`src/rtl/dbc_pkg.sv`:
```
package dbc_pkg;
  localparam int CTRL_LOAD_BIT    = 0;
  localparam int CTRL_AUTODIS_BIT = 1;

  typedef struct packed {
    logic is_ctrl;
    logic is_cfg;
  } dbc_sel_t;
endpackage

```
`src/rtl/dbc_vblank_sync.sv`:
```
module dbc_vblank_sync #(
  parameter int SYNC_STAGES = 2
) (
  input  logic clk,
  input  logic rst_n,
  input  logic vblank_i,
  output logic rise_o
);
  logic [SYNC_STAGES:0] sh_q, sh_d;

  always_comb begin
    sh_d = {sh_q[SYNC_STAGES-1:0], vblank_i};
  end

  always_ff @(posedge clk or negedge rst_n) begin
    if (!rst_n) sh_q <= '0;
    else        sh_q <= sh_d;
  end

  assign rise_o = sh_q[SYNC_STAGES-1] & ~sh_q[SYNC_STAGES];

  // a blanking start is a single-cycle event
  assert_single_rise_R7: assert property (@(posedge clk) disable iff (!rst_n)
    rise_o |=> !rise_o);
endmodule

```
`src/rtl/dbc_addr_decode.sv`:
```
module dbc_addr_decode
  import dbc_pkg::*;
#(
  parameter int              ADDR_W    = 15,
  parameter int              NUM_REGS  = 8,
  parameter logic [ADDR_W-1:0] CTRL_ADDR = '0,
  parameter logic [ADDR_W-1:0] CFG_BASE  = 15'h0800,
  localparam int             IDX_W     = (NUM_REGS > 1) ? $clog2(NUM_REGS) : 1
) (
  input  logic [ADDR_W-1:0] addr,
  output dbc_sel_t          sel_o,
  output logic [IDX_W-1:0]  idx_o
);
  localparam logic [ADDR_W:0] CFG_END = {1'b0, CFG_BASE} + (ADDR_W+1)'(4 * NUM_REGS);

  logic [ADDR_W-1:0] off;

  always_comb begin
    off          = addr - CFG_BASE;
    idx_o        = off[IDX_W+1:2];
    sel_o.is_ctrl = (addr == CTRL_ADDR);
    sel_o.is_cfg  = (addr[1:0] == 2'b00) && (addr >= CFG_BASE) &&
                    ({1'b0, addr} < CFG_END);
  end
endmodule

```
`src/rtl/dbc_commit_ctrl.sv`:
```
module dbc_commit_ctrl
  import dbc_pkg::*;
(
  input  logic clk,
  input  logic rst_n,
  input  logic wr_ctrl_i,
  input  logic wr_load_i,
  input  logic wr_autodis_i,
  input  logic vb_rise_i,
  output logic load_q,
  output logic autodis_q,
  output logic xfer_o
);
  logic set_req, ctrl_en, load_d, autodis_d;

  always_comb begin
    set_req   = wr_ctrl_i & wr_load_i;
    xfer_o    = vb_rise_i & (load_q | ~autodis_q);
    ctrl_en   = wr_ctrl_i | xfer_o;
    if (set_req)     load_d = 1'b1;
    else if (xfer_o) load_d = 1'b0;
    else             load_d = load_q;
    autodis_d = wr_ctrl_i ? wr_autodis_i : autodis_q;
  end

  always_ff @(posedge clk or negedge rst_n) begin
    if (!rst_n) begin
      load_q    <= 1'b0;
      autodis_q <= 1'b1;
    end else if (ctrl_en) begin
      load_q    <= load_d;
      autodis_q <= autodis_d;
    end
  end

  // a request written in any cycle, even the transfer cycle, is kept
  assert_req_kept_R8: assert property (@(posedge clk) disable iff (!rst_n)
    (wr_ctrl_i && wr_load_i) |=> load_q);

  // a served request clears itself
  assert_req_clears_R5: assert property (@(posedge clk) disable iff (!rst_n)
    (load_q && vb_rise_i && !wr_ctrl_i) |=> !load_q);

  // no blanking start, no change of the request bit unless written
  assert_req_hold_R3: assert property (@(posedge clk) disable iff (!rst_n)
    (!vb_rise_i && !wr_ctrl_i) |=> $stable(load_q));
endmodule

```
`src/rtl/dbc_reg_bank.sv`:
```
module dbc_reg_bank #(
  parameter int NUM_REGS = 8,
  parameter int DATA_W   = 32,
  localparam int IDX_W   = (NUM_REGS > 1) ? $clog2(NUM_REGS) : 1
) (
  input  logic                             clk,
  input  logic                             rst_n,
  input  logic                             wr_cfg_i,
  input  logic [IDX_W-1:0]                 idx_i,
  input  logic [DATA_W-1:0]                wdata_i,
  input  logic                             xfer_i,
  output logic [NUM_REGS-1:0][DATA_W-1:0]  shadow_q,
  output logic [NUM_REGS-1:0][DATA_W-1:0]  active_q
);
  for (genvar i = 0; i < NUM_REGS; i++) begin : g_word
    logic sh_en;
    always_comb sh_en = wr_cfg_i && (idx_i == IDX_W'(i));

    always_ff @(posedge clk or negedge rst_n) begin
      if (!rst_n)     shadow_q[i] <= '0;
      else if (sh_en) shadow_q[i] <= wdata_i;
    end

    always_ff @(posedge clk or negedge rst_n) begin
      if (!rst_n)      active_q[i] <= '0;
      else if (xfer_i) active_q[i] <= shadow_q[i];
    end
  end

  // the active copy moves only on a transfer
  assert_active_stable_R3: assert property (@(posedge clk) disable iff (!rst_n)
    !xfer_i |=> $stable(active_q));

  // a transfer copies the shadow seen in the transfer cycle
  assert_active_copy_R4: assert property (@(posedge clk) disable iff (!rst_n)
    xfer_i |=> (active_q == $past(shadow_q)));
endmodule

```
`src/rtl/dbc_top.sv`:
```
module dbc_top
  import dbc_pkg::*;
#(
  parameter int              NUM_REGS    = 8,
  parameter int              DATA_W      = 32,
  parameter int              ADDR_W      = 15,
  parameter int              SYNC_STAGES = 2,
  parameter logic [ADDR_W-1:0] CTRL_ADDR = '0,
  parameter logic [ADDR_W-1:0] CFG_BASE  = 15'h0800,
  localparam int             IDX_W       = (NUM_REGS > 1) ? $clog2(NUM_REGS) : 1
) (
  input  logic                       clk,
  input  logic                       rst_n,
  input  logic                       vblank_i,
  input  logic                       wr_en,
  input  logic [ADDR_W-1:0]          addr,
  input  logic [DATA_W-1:0]          wr_data,
  output logic [DATA_W-1:0]          rd_data,
  output logic [NUM_REGS*DATA_W-1:0] active_cfg,
  output logic                       commit_pulse
);
  dbc_sel_t                         sel;
  logic [IDX_W-1:0]                 idx;
  logic                             vb_rise, xfer, load_q, autodis_q;
  logic [NUM_REGS-1:0][DATA_W-1:0]  shadow, active;

  dbc_vblank_sync #(.SYNC_STAGES(SYNC_STAGES)) u_sync (
    .clk(clk), .rst_n(rst_n), .vblank_i(vblank_i), .rise_o(vb_rise));

  dbc_addr_decode #(.ADDR_W(ADDR_W), .NUM_REGS(NUM_REGS),
                    .CTRL_ADDR(CTRL_ADDR), .CFG_BASE(CFG_BASE)) u_dec (
    .addr(addr), .sel_o(sel), .idx_o(idx));

  dbc_commit_ctrl u_ctrl (
    .clk(clk), .rst_n(rst_n),
    .wr_ctrl_i(wr_en & sel.is_ctrl),
    .wr_load_i(wr_data[CTRL_LOAD_BIT]),
    .wr_autodis_i(wr_data[CTRL_AUTODIS_BIT]),
    .vb_rise_i(vb_rise),
    .load_q(load_q), .autodis_q(autodis_q), .xfer_o(xfer));

  dbc_reg_bank #(.NUM_REGS(NUM_REGS), .DATA_W(DATA_W)) u_bank (
    .clk(clk), .rst_n(rst_n),
    .wr_cfg_i(wr_en & sel.is_cfg), .idx_i(idx), .wdata_i(wr_data),
    .xfer_i(xfer), .shadow_q(shadow), .active_q(active));

  always_comb begin
    rd_data = '0;
    if (sel.is_ctrl) begin
      rd_data[CTRL_LOAD_BIT]    = load_q;
      rd_data[CTRL_AUTODIS_BIT] = autodis_q;
    end else if (sel.is_cfg) begin
      rd_data = shadow[idx];
    end
  end

  assign active_cfg   = active;
  assign commit_pulse = xfer;

  // right after reset nothing is pending and nothing is active
  assert_reset_state_R1: assert property (@(posedge clk)
    $rose(rst_n) |-> (active_cfg == '0) && !commit_pulse);
endmodule

```
`config.mk`:
```
export PLATFORM = sky130hd
export DESIGN_NAME = dbc_top
export DESIGN_NICKNAME = d
export VERILOG_FILES = /design/src/rtl/dbc_pkg.sv /design/src/rtl/dbc_vblank_sync.sv /design/src/rtl/dbc_addr_decode.sv /design/src/rtl/dbc_commit_ctrl.sv /design/src/rtl/dbc_reg_bank.sv /design/src/rtl/dbc_top.sv
export SDC_FILE = /design/constraint.sdc
export NUM_CORES = 1
export LEC_CHECK = 0
export ABC_AREA = 1
export ABC_CLOCK_PERIOD_IN_PS = 2000
export BUFFER_PORTS_ARGS = -buffer_cell sky130_fd_sc_hd__buf_4
export CAP_MARGIN = 10
export CORE_UTILIZATION = 58
export CTS_CLUSTER_DIAMETER = 60
export DETAILED_ROUTE_END_ITERATION = 10
export PLACE_DENSITY = 0.79
export SYNTH_ARGS = -nofsm -noshare
export SYNTH_HDL_FRONTEND = slang
export SYNTH_SLANG_ARGS = --single-unit
```
`constraint.sdc`:
```
create_clock -name clk -period 2 [get_ports clk]
set_clock_uncertainty 0.05 [all_clocks]
set_input_delay 0.1 -clock clk [delete_from_list [all_inputs] [get_ports clk]]
set_output_delay 0.1 -clock clk [all_outputs]
set_load 0.03 [all_outputs]
```
==> results of run 1 <==
-- placed cells by master, fill, tap and decap left out, drive strengths merged --
master          n
inv           265
dfrtp         516
bufinv          7
nand4         298
clkbuf         72
or2             1
dlygate4sd3    40
dfstp           1
buf           444
and2            1
nor2           17
clkinvlp        2
o21ai         251
nand3          36
a21oi          63
nand2        1019
clkinv          9
diode           2
nand3b         30
-- through the flow --
stage	setup WS, ns	utilization (%)	TNS (ns)	std cells	hold slack [ns]
floorplan	0.320	-	0	2733	-0.246
global placement	0.291	66.4	0	3452	-0.0473
detailed placement	0.228	66.4	0	3452	-0.0443
CTS	-0.00872	72.1	-0.0137	3584	0.00364
global route	-0.0504	72.7	-0.291	3599	0.0337
finish	-0.00612	72.7	-0.00612	3599	0.0246
-- cells by family (layout without fill, tap and decap cells) --
kind of cell,Yosys count,in the layout,synth area share (%)
flops,517,517,54.8
other cells,0,2,0
compound gates,314,314,8.30
buf+inv,500,839,10.1
simple gates,1402,1402,26.8
-- path summary, 6_finish.rpt --
kind                                                  startpoint                               end  slack (ns)
worst min register to register          u_sync.sh_q[0]$_DFF_PN0_          u_sync.sh_q[1]$_DFF_PN0_        0.32
max in group asynchronous                                  rst_n   u_bank.active_q[50]$_DFFE_PN0P_        1.19
worst max-delay path            u_bank.shadow_q[135]$_DFFE_PN0P_                        rd_data[7]      -0.006
min in group asynchronous                                  rst_n  u_bank.active_q[199]$_DFFE_PN0P_        0.12
worst min-delay path                                     addr[3]  u_bank.shadow_q[170]$_DFFE_PN0P_        0.02
worst max register to register      u_ctrl.autodis_q$_DFFE_PN1P_   u_bank.active_q[75]$_DFFE_PN0P_        0.17
-- cell usage after synthesis, drive strengths merged --
| cell | n |
|---|---|
| nor2 | 17 |
| buf | 164 |
| dfstp | 1 |
| nand3 | 36 |
| nand2 | 1019 |
| clkbuf | 72 |
| nand4 | 298 |
| and2 | 1 |
| o21ai | 251 |
| dfrtp | 516 |
| nand3b | 30 |
| or2 | 1 |
| inv | 264 |
| a21oi | 63 |
-- power breakdown --
group          switching [µW]  leakage [µW]  internal [µW]
registers                5.87       0.00722          10500
clock network            4190      0.000894           6210
logic                    1090       0.00645            411
total                    5280        0.0146          17100
-- routing by layer --
metal | global-route usage, % | wire length, µm | vias to the layer above
met2 | 54.4 | 34500 | 1424
li1 | - | - | 9419
met4 | 18.4 | 3610 | 0
met1 | 49.6 | 29300 | 10417
met3 | 9.33 | 8570 | 247
met5 | 0 | 0 | -
-- worst max-delay path, cell delays in order (launching register included) --
cell and delay (ns):
dfrtp_1 0.36, inv_1 0.09, nand2_1 0.11, nand3_1 0.10, nand3b_1 0.16, a21oi_1 0.23
buf_4 0.21
-- repair_timing --
action | in CTS | in global routing
buffers inserted | 0 | 13
gates resized for setup | 9 | 64
endpoints found under the hold margin | 775 | 0
hold buffers | 41 | 0
pin swaps | 2 | 18
setup endpoints to repair | 7 | 25
-- area by class of cell --
cell class	count	share of cell area (%)
Sequential cell	517	44.6
Timing Repair Buffer	484	14.4
Clock buffer	72	5.26
Antenna cell	2	0.0172
Multi-Input combinational cell	1716	29.1
Clock inverter	19	0.970
Tap cell	525	2.26
Inverter	264	3.46
-- sequential cells by signal, summed over array words and instances (netlist names) --
register	count
u_bank.active_q	256
u_bank.shadow_q	256
u_ctrl.autodis_q	1
u_ctrl.load_q	1
u_sync.sh_q	3
==> results by group, run 1 <==
Final layout
  • Register Area: 12900 µm²
  • Fin nets: 3086
  • Fraction of layout cells with a size suffix above 1: 23.1%
  • Final instance area: 29000 µm²
  • Filler Cell Count: 2887
  • Area of the multi-input gates: 8440 µm²
  • Area Overhead vs Synth: 23.0%

Synth
  • Unique masters post-synth: 25
  • Count of state elements after synthesis: 517
  • Largest cells by area after synthesis: dfrtp_1, nand2_1, nand4_1, inv_1, o21ai_2
  • Mapped Area: 23600 µm²
  • Top cell type's share of synthesized area: 54.7%
  • Syn Area/Cell: 8.64 µm²
  • Sequential share of the synthesized area: 54.8%
  • Synthesized net count: 2784
  • Syn. warnings: 0
  • Syn Inst Count: 2733
  • Post-synth top area cell: dfrtp_1

Global route
  • Pin count of the biggest net entering global routing: 105
  • Total grt overflow: 0
  • First-pass GRT wire length: 117 mm
  • Initial antenna violation count: 2
  • Overall global routing resource usage: 36.5%
  • Vias in the first global route: 20346

Timing
  • Period minus WS final: 2.01 ns
  • Relative slew slack: 50.8%
  • Final worst setup slack: -0.00612 ns
  • Hold Vio Cnt, Final: 0
  • Maximum clock rate: 0.498 GHz
  • Setup Viol. Count Final: 1
  • Worst slew pin tran: 0.736 ns
  • RSZ-0062 raised after global routing: true
  • Slew Limit Fails: 0
  • Final period util: 100%

Place
  • Routability cong.: 1.00
  • Port Buffers: 339
  • DPL Wire Length: 50.5 mm
  • Cell Area, Placed: 26500 µm²

Setup path
  • CP arrival: 1.86 ns
  • Critical Path End Type: primary output
  • CP startpoint kind: register
  • Crit path max fanout: 2
  • Worst endpoint required time: 1.85 ns
  • FF-to-FF path depth: 5
  • WS Path Type: reg2out

Detailed routing
  • First-pass iteration count of the detailed router: 6
  • Vias/cell: 5.98
  • Starting DRT DRC Count: 2850
  • Drt total wl: 76.0 mm
  • DRC viols: 0
  • Via count: 21507
  • Antenna-violating nets left: 0
  • Routed length per placed instance: 21.1 µm

Pwr
  • P_leak: 0.0146 µW
  • Pwr Density: 771 nW/µm²
  • VDD IR-drop max: 0.636 mV
  • Pwr Total: 22400 µW

Outcome
  • Status: complete, but fails checks
  • Failing checks: negative setup slack

Die
  • DIE WIDTH: 204 µm
  • Core footprint: 39900 µm²
  • Die Y: 204 µm
  • Boundary pin count: 340
  • Std cell rows: 73
  • Initial Util: 59.1%
  • Total Die Area: 41500 µm²

Clock tree
  • TritonCTS clock tree: yes
  • Clock edge transition at the registers on the reported setup and hold paths: 0.06 ns
  • Latest clock arrival within the worst-skew pair: 0.61 ns
  • CTS root buf: clkbuf_16
  • Inserted Clock Buffers: 52
  • Clock Sinks: 517
  • Clk buf depth: 3
  • H-tree depth: 2

Min path
  • Hold/Removal Path Class: in2reg
  • Worst hold stages: 5

Job
  • Max Cap Viol: 0
(Power assumes the default switching activity.)
==> run 2: changes to the inputs <==
--- a/config.mk
+++ b/config.mk
@@ -5,14 +5,13 @@
 export SDC_FILE = /design/constraint.sdc
 export NUM_CORES = 1
 export LEC_CHECK = 0
-export ABC_AREA = 1
 export ABC_CLOCK_PERIOD_IN_PS = 2000
 export BUFFER_PORTS_ARGS = -buffer_cell sky130_fd_sc_hd__buf_4
 export CAP_MARGIN = 10
-export CORE_UTILIZATION = 58
+export CORE_UTILIZATION = 57
 export CTS_CLUSTER_DIAMETER = 60
 export DETAILED_ROUTE_END_ITERATION = 10
-export PLACE_DENSITY = 0.79
+export PLACE_DENSITY = 0.78
 export SYNTH_ARGS = -nofsm -noshare
 export SYNTH_HDL_FRONTEND = slang
 export SYNTH_SLANG_ARGS = --single-unit
==> results by group, run 2 <==
Outcome
  • Status: complete, but fails checks (unchanged)
  • Failing checks: negative setup slack (unchanged)

Job
  • Max Cap Viol: 0 (unchanged)

Timing
  • Final period util: 103% (was 100%)
  • Total Neg Setup Slack: -0.459 ns (was -0.00612 ns)
  • Hold_ws: 0.101 ns (was 0.0246 ns)
  • Worst slew pin tran: 0.675 ns (was 0.736 ns)
  • Maximum clock rate: 0.484 GHz (was 0.498 GHz)
  • Setup Viol. Count Final: 17 (was 1)
  • RSZ-0062 raised after global routing: true (unchanged)
  • Hold Vio Cnt, Final: 0 (unchanged)
  • Period minus WS final: 2.07 ns (was 2.01 ns)
  • Relative slew slack: 55.0% (was 50.8%)
  • Final worst setup slack: -0.0676 ns (was -0.00612 ns)
  • Slew Limit Fails: 0 (unchanged)

Synth
  • Most frequent cell after synthesis: nand2_1 (unchanged)
  • Post-synth top area cell: dfrtp_1 (unchanged)
  • Syn. warnings: 0 (unchanged)
  • Syn Inst Count: 1807 (was 2733)
  • Top cells by count, synth: nand2_1, dfrtp_1, mux2_2 (was nand2_1, dfrtp_1, nand4_1)
  • Syn Area/Cell: 11.8 µm² (was 8.64 µm²)
  • Unique masters post-synth: 30 (was 25)
  • Sequential share of the synthesized area: 60.4% (was 54.8%)
  • Mapped Area: 21400 µm² (was 23600 µm²)
  • Synthesized net count: 1858 (was 2784)
  • Post-synth ARST share: 100% (unchanged)
  • Top cell type's share of synthesized area: 60.3% (was 54.7%)
  • EDFF count, synth: 0 (unchanged)
  • Ys flop type: dfrtp_1 (unchanged)
  • Largest cells by area after synthesis: dfrtp_1, nand2_1, mux2_2, mux4_2, mux2_4 (was dfrtp_1, nand2_1, nand4_1, inv_1, o21ai_2)
  • Count of state elements after synthesis: 517 (unchanged)

Die
  • Initial Util: 58.2% (was 59.1%)
  • Core footprint: 36800 µm² (was 39900 µm²)
  • DIE WIDTH: 196 µm (was 204 µm)
  • Std cell rows: 70 (was 73)
  • Total Die Area: 38300 µm² (was 41500 µm²)
  • Die Y: 196 µm (was 204 µm)
  • Boundary pin count: 340 (unchanged)

Setup path
  • CP startpoint kind: register (unchanged)
  • Crit Reg-Reg Startpoint: u_ctrl.autodis_q$_DFFE_PN1P_ (unchanged)
  • Worst endpoint required time: 1.85 ns (about the same)
  • Buf/Inv on CP: 1 (was 2)
  • Crit path max fanout: 2 (unchanged)
  • RR Endpoint: u_bank.active_q[231]$_DFFE_PN0P_ (was u_bank.active_q[75]$_DFFE_PN0P_)
  • R2R Setup Slk: 0.08 ns (was 0.17 ns)
  • Sequence of cells on the critical path: mux4_2 -> mux2i_1 -> nor2_1 -> buf_4 (was inv_1 -> nand2_1 -> nand3_1 -> nand3b_1 -> a21oi_1 -> buf_4)
  • Critical Path End Type: primary output (unchanged)
  • Max incr delay on CP: 0.48 ns (was 0.36 ns)
  • CP arrival: 1.92 ns (was 1.86 ns)
  • WS Path Type: reg2out (unchanged)
  • Delay-heaviest family, CP: multiplexers (was simple AND/OR/NAND/NOR gates)
  • FF-to-FF path depth: 6 (was 5)
  • Slowest stage cell, crit path: mux4_2 (was dfrtp_1)

Clock tree
  • Clock edge transition at the registers on the reported setup and hold paths: 0.06 ns (about the same)
  • Latest clock arrival within the worst-skew pair: 0.57 ns (was 0.61 ns)
  • H-tree depth: 2 (unchanged)
  • TritonCTS clock tree: yes (unchanged)
  • Clock Sinks: 517 (unchanged)
  • Inserted Clock Buffers: 51 (was 52)
  • Clk buf depth: 3 (unchanged)
  • CTS root buf: clkbuf_16 (unchanged)

Pwr
  • Pwr Total: 20900 µW (was 22400 µW)
  • P_leak: 0.0153 µW (was 0.0146 µW)
  • Pwr Density: 755 nW/µm² (was 771 nW/µm²)
  • VDD IR-drop max: 0.603 mV (was 0.636 mV)

Detailed routing
  • Routed length per placed instance: 21.4 µm (was 21.1 µm)
  • DRC viols: 0 (unchanged)
  • Via count: 15832 (was 21507)
  • Vias/cell: 5.67 (was 5.98)
  • Drt total wl: 59.7 mm (was 76.0 mm)
  • Starting DRT DRC Count: 1219 (was 2850)
  • Antenna-violating nets left: 0 (unchanged)
  • First-pass iteration count of the detailed router: 5 (was 6)

Final layout
  • Fin nets: 2332 (was 3086)
  • Final core occ: 75.3% (was 72.7%)
  • Largest regs: u_bank.active_q x256, u_bank.shadow_q x256, u_sync.sh_q x3 (unchanged)
  • Commonest non-fill, non-tap cell in the layout: nand2_1 (unchanged)
  • Fraction of layout cells with a size suffix above 1: 38.8% (was 23.1%)
  • Area Overhead vs Synth: 29.4% (was 23.0%)
  • Final instance area: 27700 µm² (was 29000 µm²)
  • Commonest non-fill, non-tap cells in the layout: nand2_1, dfrtp_1, buf_4 (unchanged)
  • Filler Cell Count: 2338 (was 2887)
  • N_diodes: 0 (was 2)

Min path
  • Worst Hold Path EP: u_ctrl.load_q$_DFFE_PN0P_ (was u_bank.shadow_q[170]$_DFFE_PN0P_)
  • Worst hold stages: 5 (unchanged)
  • Hold/Removal Path Class: in2reg (unchanged)
  • Hold_sp: addr[5] (was addr[3])

Global route
  • First-pass GRT wire length: 92.4 mm (was 117 mm)
  • Overall global routing resource usage: 31.3% (was 36.5%)
  • Pin count of the biggest net entering global routing: 132 (was 105)
  • Total grt overflow: 0 (unchanged)
  • Initial antenna violation count: 1 (was 2)
  • Vias in the first global route: 16390 (was 20346)

Place
  • Routability cong.: 0.841 (was 1.00)
  • Cell Area, Placed: 24900 µm² (was 26500 µm²)
  • Port Buffers: 339 (unchanged)
  • DPL Wire Length: 37.0 mm (was 50.5 mm)
[run 2: cell types whose count changed in the layout (fill, tap and decap cells not counted), sizes merged, moves of 63 or more]
| cell | delta |
|---|---|
| mux4 | +64 |
| nand4 | -298 |
| mux2 | +257 |
| inv | -261 |
| o21ai | -251 |
| nand2 | -250 |
| a21oi | -63 |
[run 2: metal layers]
metal | share of wire (%) | routed length (µm) | global-route usage (%) | up-vias
met3 | 7.2 | 4310 | 5.59 | 113
li1 | - | - | - | 6903
met1 | 42 | 24900 | 43.8 | 8122
met5 | 0.022 | 13 | 0 | -
met4 | 2.3 | 1370 | 9.81 | 2
met2 | 49 | 29100 | 50.3 | 692
[run 2: worst max path at each step]
stage | startpoint | to | slack [ns] | depth (start not counted)
floorplan | addr[3] | rd_data[10] | 0.12 | 6
global placement | addr[6] | rd_data[0] | -0.08 | 8
detailed placement | addr[6] | u_bank.shadow_q[241]$_DFFE_PN0P_ | -0.06 | 6
global route | u_bank.shadow_q[61]$_DFFE_PN0P_ | rd_data[29] | -0.15 | 4
CTS | u_bank.shadow_q[232]$_DFFE_PN0P_ | rd_data[8] | -0.07 | 4
finish | u_bank.shadow_q[232]$_DFFE_PN0P_ | rd_data[8] | -0.07 | 4
[run 2: logic make-up after synthesis]
kind of cell / share of synthesized area, %
mux: 22.3
flops: 60.4
simple gates: 15.0
buf+inv: 2.16
compound gates: 0.123
[run 2: through the flow]
| step | setup WS [ns] | instances |
|---|---|---|
| global route | -0.154 | 2790 |
| global placement | -0.0797 | 2564 |
| detailed placement | -0.0599 | 2564 |
| floorplan | 0.121 | 1807 |
| CTS | -0.0710 | 2748 |
| finish | -0.0676 | 2790 |
[run 2: where the power goes]
part	switching, µW	total, µW	internal, µW
Sequential	6.69	10500	10500
Clock	3980	9510	5540
Combinational	639	925	286
[run 2: worst reg2reg max path, cell delays in order (launching register included)]
cell	delay (ns)
dfstp_2	0.55
nand2b_1	0.09
nand2b_4	0.18
buf_4	0.15
buf_12	0.38
nand2_1	0.33
nand2_1	0.10
[run 2: layout make-up]
type                       count  area (µm²)  share of cell area, %
inverter                       2        33.8                  0.122
clock buffer                  80        1540                   5.55
clock inverter                14         139                  0.501
tap                          468         586                   2.11
multi-input combinational   1182        8060                   29.1
timing repair buffer         526        4390                   15.9
sequential                   517       12900                   46.7
timing repair inverter         1        11.3                 0.0407
[run 2: repair_timing]
item                                    CTS  global route
resized for setup                         2             3
endpoints found under the setup margin   31            32
buffers inserted                         55            41
pin swaps                                 5             9
hold buffers                             35             0
hold endpoints to repair                775             0
gates cloned                              0             1
==> run 3: changes to the inputs <==
--- a/config.mk
+++ b/config.mk
@@ -12,6 +12,7 @@
 export CTS_CLUSTER_DIAMETER = 60
 export DETAILED_ROUTE_END_ITERATION = 10
 export PLACE_DENSITY = 0.78
+export SETUP_SLACK_MARGIN = 0.15
 export SYNTH_ARGS = -nofsm -noshare
 export SYNTH_HDL_FRONTEND = slang
 export SYNTH_SLANG_ARGS = --single-unit
==> results by group, run 3 (synthesis results as in run 2) <==
Final layout
  • Non-Filler Instances: 2831 (was 2790)
  • Fin nets: 2377 (was 2332)
  • Fraction of layout cells with a size suffix above 1: 41.2% (was 38.8%)
  • Final instance area: 28300 µm² (was 27700 µm²)
  • Largest regs: u_bank.active_q x256, u_bank.shadow_q x256, u_sync.sh_q x3 (unchanged)
  • N_diodes: 0 (unchanged)
  • Area Overhead vs Synth: 32.2% (was 29.4%)
  • Commonest non-fill, non-tap cells in the layout: nand2_1, dfrtp_1, buf_4 (unchanged)
  • Filler Cell Count: 2201 (was 2338)
  • Commonest non-fill, non-tap cell in the layout: nand2_1 (unchanged)

Timing
  • Slew Limit Fails: 0 (unchanged)
  • Final period util: 102% (was 103%)
  • Period minus WS final: 2.04 ns (was 2.07 ns)
  • Relative slew slack: 56.8% (was 55.0%)
  • Maximum clock rate: 0.491 GHz (was 0.484 GHz)
  • Worst slew pin tran: 0.648 ns (was 0.675 ns)
  • Hold Vio Cnt, Final: 0 (unchanged)
  • Setup Viol. Count Final: 10 (was 17)
  • Hold_ws: 0.147 ns (was 0.101 ns)
  • Final worst setup slack: -0.0378 ns (was -0.0676 ns)
  • RSZ-0062 raised after global routing: true (unchanged)

Place
  • Cell Area, Placed: 25100 µm² (was 24900 µm²)
  • Pre-CTS WS: -0.0650 ns (was -0.0599 ns)
  • Port Buffers: 339 (unchanged)
  • Placed Cells: 2570 (was 2564)
  • DPL Wire Length: 36.6 mm (was 37.0 mm)
  • Routability cong.: 0.827 (was 0.841)

Clock tree
  • Clk buf depth: 3 (unchanged)
  • TritonCTS clock tree: yes (unchanged)
  • CTS root buf: clkbuf_16 (unchanged)
  • Clock edge transition at the registers on the reported setup and hold paths: 0.06 ns (about the same)
  • H-tree depth: 2 (unchanged)
  • Inserted Clock Buffers: 51 (unchanged)
  • Latest clock arrival within the worst-skew pair: 0.56 ns (was 0.57 ns)
  • Clock Sinks: 517 (unchanged)

Setup path
  • RR Endpoint: u_bank.active_q[40]$_DFFE_PN0P_ (was u_bank.active_q[231]$_DFFE_PN0P_)
  • CP arrival: 1.89 ns (was 1.92 ns)
  • Sequence of cells on the critical path: mux4_2 -> mux2i_2 -> nor2_2 -> buf_6 (was mux4_2 -> mux2i_1 -> nor2_1 -> buf_4)
  • Critical Path End Type: primary output (unchanged)
  • Max incr delay on CP: 0.50 ns (was 0.48 ns)
  • Crit Reg-Reg Startpoint: u_ctrl.autodis_q$_DFFE_PN1P_ (unchanged)
  • Crit path max fanout: 2 (unchanged)
  • R2R Setup Slk: 0.20 ns (was 0.08 ns)
  • CP startpoint: u_bank.shadow_q[203]$_DFFE_PN0P_ (was u_bank.shadow_q[232]$_DFFE_PN0P_)
  • FF-to-FF path depth: 6 (unchanged)
  • CP startpoint kind: register (unchanged)
  • WS Path Type: reg2out (unchanged)
  • Crit path capture: rd_data[11] (was rd_data[8])
  • Slowest stage cell, crit path: mux4_2 (unchanged)
  • Worst endpoint required time: 1.85 ns (about the same)

Global route
  • Overall global routing resource usage: 31.8% (was 31.3%)
  • First-pass GRT wire length: 93.6 mm (was 92.4 mm)
  • Initial antenna violation count: 1 (unchanged)
  • Total grt overflow: 0 (unchanged)
  • Pin count of the biggest net entering global routing: 120 (was 132)
  • Vias in the first global route: 16533 (was 16390)

Detailed routing
  • Via count: 16025 (was 15832)
  • DRC viols: 0 (unchanged)
  • Routed length per placed instance: 21.4 µm (about the same)
  • Drt total wl: 60.5 mm (was 59.7 mm)
  • First-pass iteration count of the detailed router: 5 (unchanged)
  • Antenna-violating nets left: 0 (unchanged)
  • Starting DRT DRC Count: 1246 (was 1219)
  • Vias/cell: 5.66 (was 5.67)

Job
  • Max Cap Viol: 0 (unchanged)

Outcome
  • Status: complete, but fails checks (unchanged)
  • Failing checks: negative setup slack (unchanged)

Pwr
  • VDD IR-drop max: 0.630 mV (was 0.603 mV)
  • Pwr Density: 743 nW/µm² (was 755 nW/µm²)
  • P_leak: 0.0155 µW (was 0.0153 µW)
  • Pwr Total: 21000 µW (was 20900 µW)

Die
  • Die Y: 196 µm (unchanged)
  • Std cell rows: 70 (unchanged)
  • Initial Util: 58.2% (unchanged)
  • Core footprint: 36800 µm² (unchanged)
  • Total Die Area: 38300 µm² (unchanged)
  • DIE WIDTH: 196 µm (unchanged)
  • Boundary pin count: 340 (unchanged)

Min path
  • Hold/Removal Path Class: in2async (was in2reg)
[run 3: cell count changes in the layout (fill, tap and decap cells not counted), moves of 2 or more]
cell and delta:
nor2_1 -30, clkbuf_8 -5, bufinv_16 +2, clkbuf_16 +2, clkinv_2 -6, buf_4 +9
buf_6 +31, mux2i_1 -8, mux2i_2 +8, buf_12 +2, clkbuf_1 +6, nor2_2 +30
[run 3: final cells by class]
type / instances / area, µm² / area share (%)
flip-flops and latches: 517 / 12900 / 45.7
multi-input cells: 1182 / 8170 / 28.9
repair buffers: 571 / 4920 / 17.4
clock buffers: 82 / 1520 / 5.35
well taps: 468 / 586 / 2.07
clock inverters: 8 / 144 / 0.508
inverters: 2 / 23.8 / 0.0840
repair inverters: 1 / 8.76 / 0.0309
[run 3: what timing repair did]
action                     4_1_cts  5_1_grt
gates cloned                     1        1
hold endpoints to repair       662        0
gates resized for setup         40        6
setup endpoints to repair       33      103
setup buffers                  101       33
hold buffers                    35        0
pin swaps                        4        3
[run 3: per-layer routing]
metal / global-route usage [%] / vias up / wire length, µm
li1: - / 6997 / -
met3: 5.12 / 113 / 4110
met5: 0 / - / 17
met1: 43.8 / 8237 / 24700
met4: 10.1 / 2 / 1710
met2: 52.3 / 676 / 29900
[run 3: power breakdown]
part	total [µW]	switching, µW	leakage, µW	internal [µW]
logic	964	643	0.00751	321
clock network	9580	3910	0.000808	5670
registers	10500	6.36	0.00722	10500
[run 3: worst min-delay path by stage]
| stage | from | endpoint | slack [ns] |
|---|---|---|---|
| after floorplan | rst_n | u_bank.active_q[0]$_DFFE_PN0P_ | -0.25 |
| after global placement | rst_n | u_bank.shadow_q[197]$_DFFE_PN0P_ | -0.02 |
| after detailed placement | rst_n | u_bank.shadow_q[197]$_DFFE_PN0P_ | -0.01 |
| after CTS | vblank_i | u_sync.sh_q[0]$_DFF_PN0_ | 0.13 |
| after global routing | rst_n | u_bank.shadow_q[229]$_DFFE_PN0P_ | 0.16 |
| final | rst_n | u_bank.shadow_q[11]$_DFFE_PN0P_ | 0.15 |
[run 3: critical path: cells and delay by family (launching register included)]
kind / cells / cell delay (ns)
multiplexers: 2 / 0.72
buffers and inverters: 1 / 0.14
AND/OR/NAND/NOR: 1 / 0.06
flip-flops: 1 / 0.41
[run 3: through the flow]
stage	TNS, ns	util (%)
final	-0.194	76.9
after global routing	-1.36	76.9
after CTS	-0.232	76.1
after detailed placement	-1.24	68.1
after global placement	-1.29	68.1
after floorplan	0	-
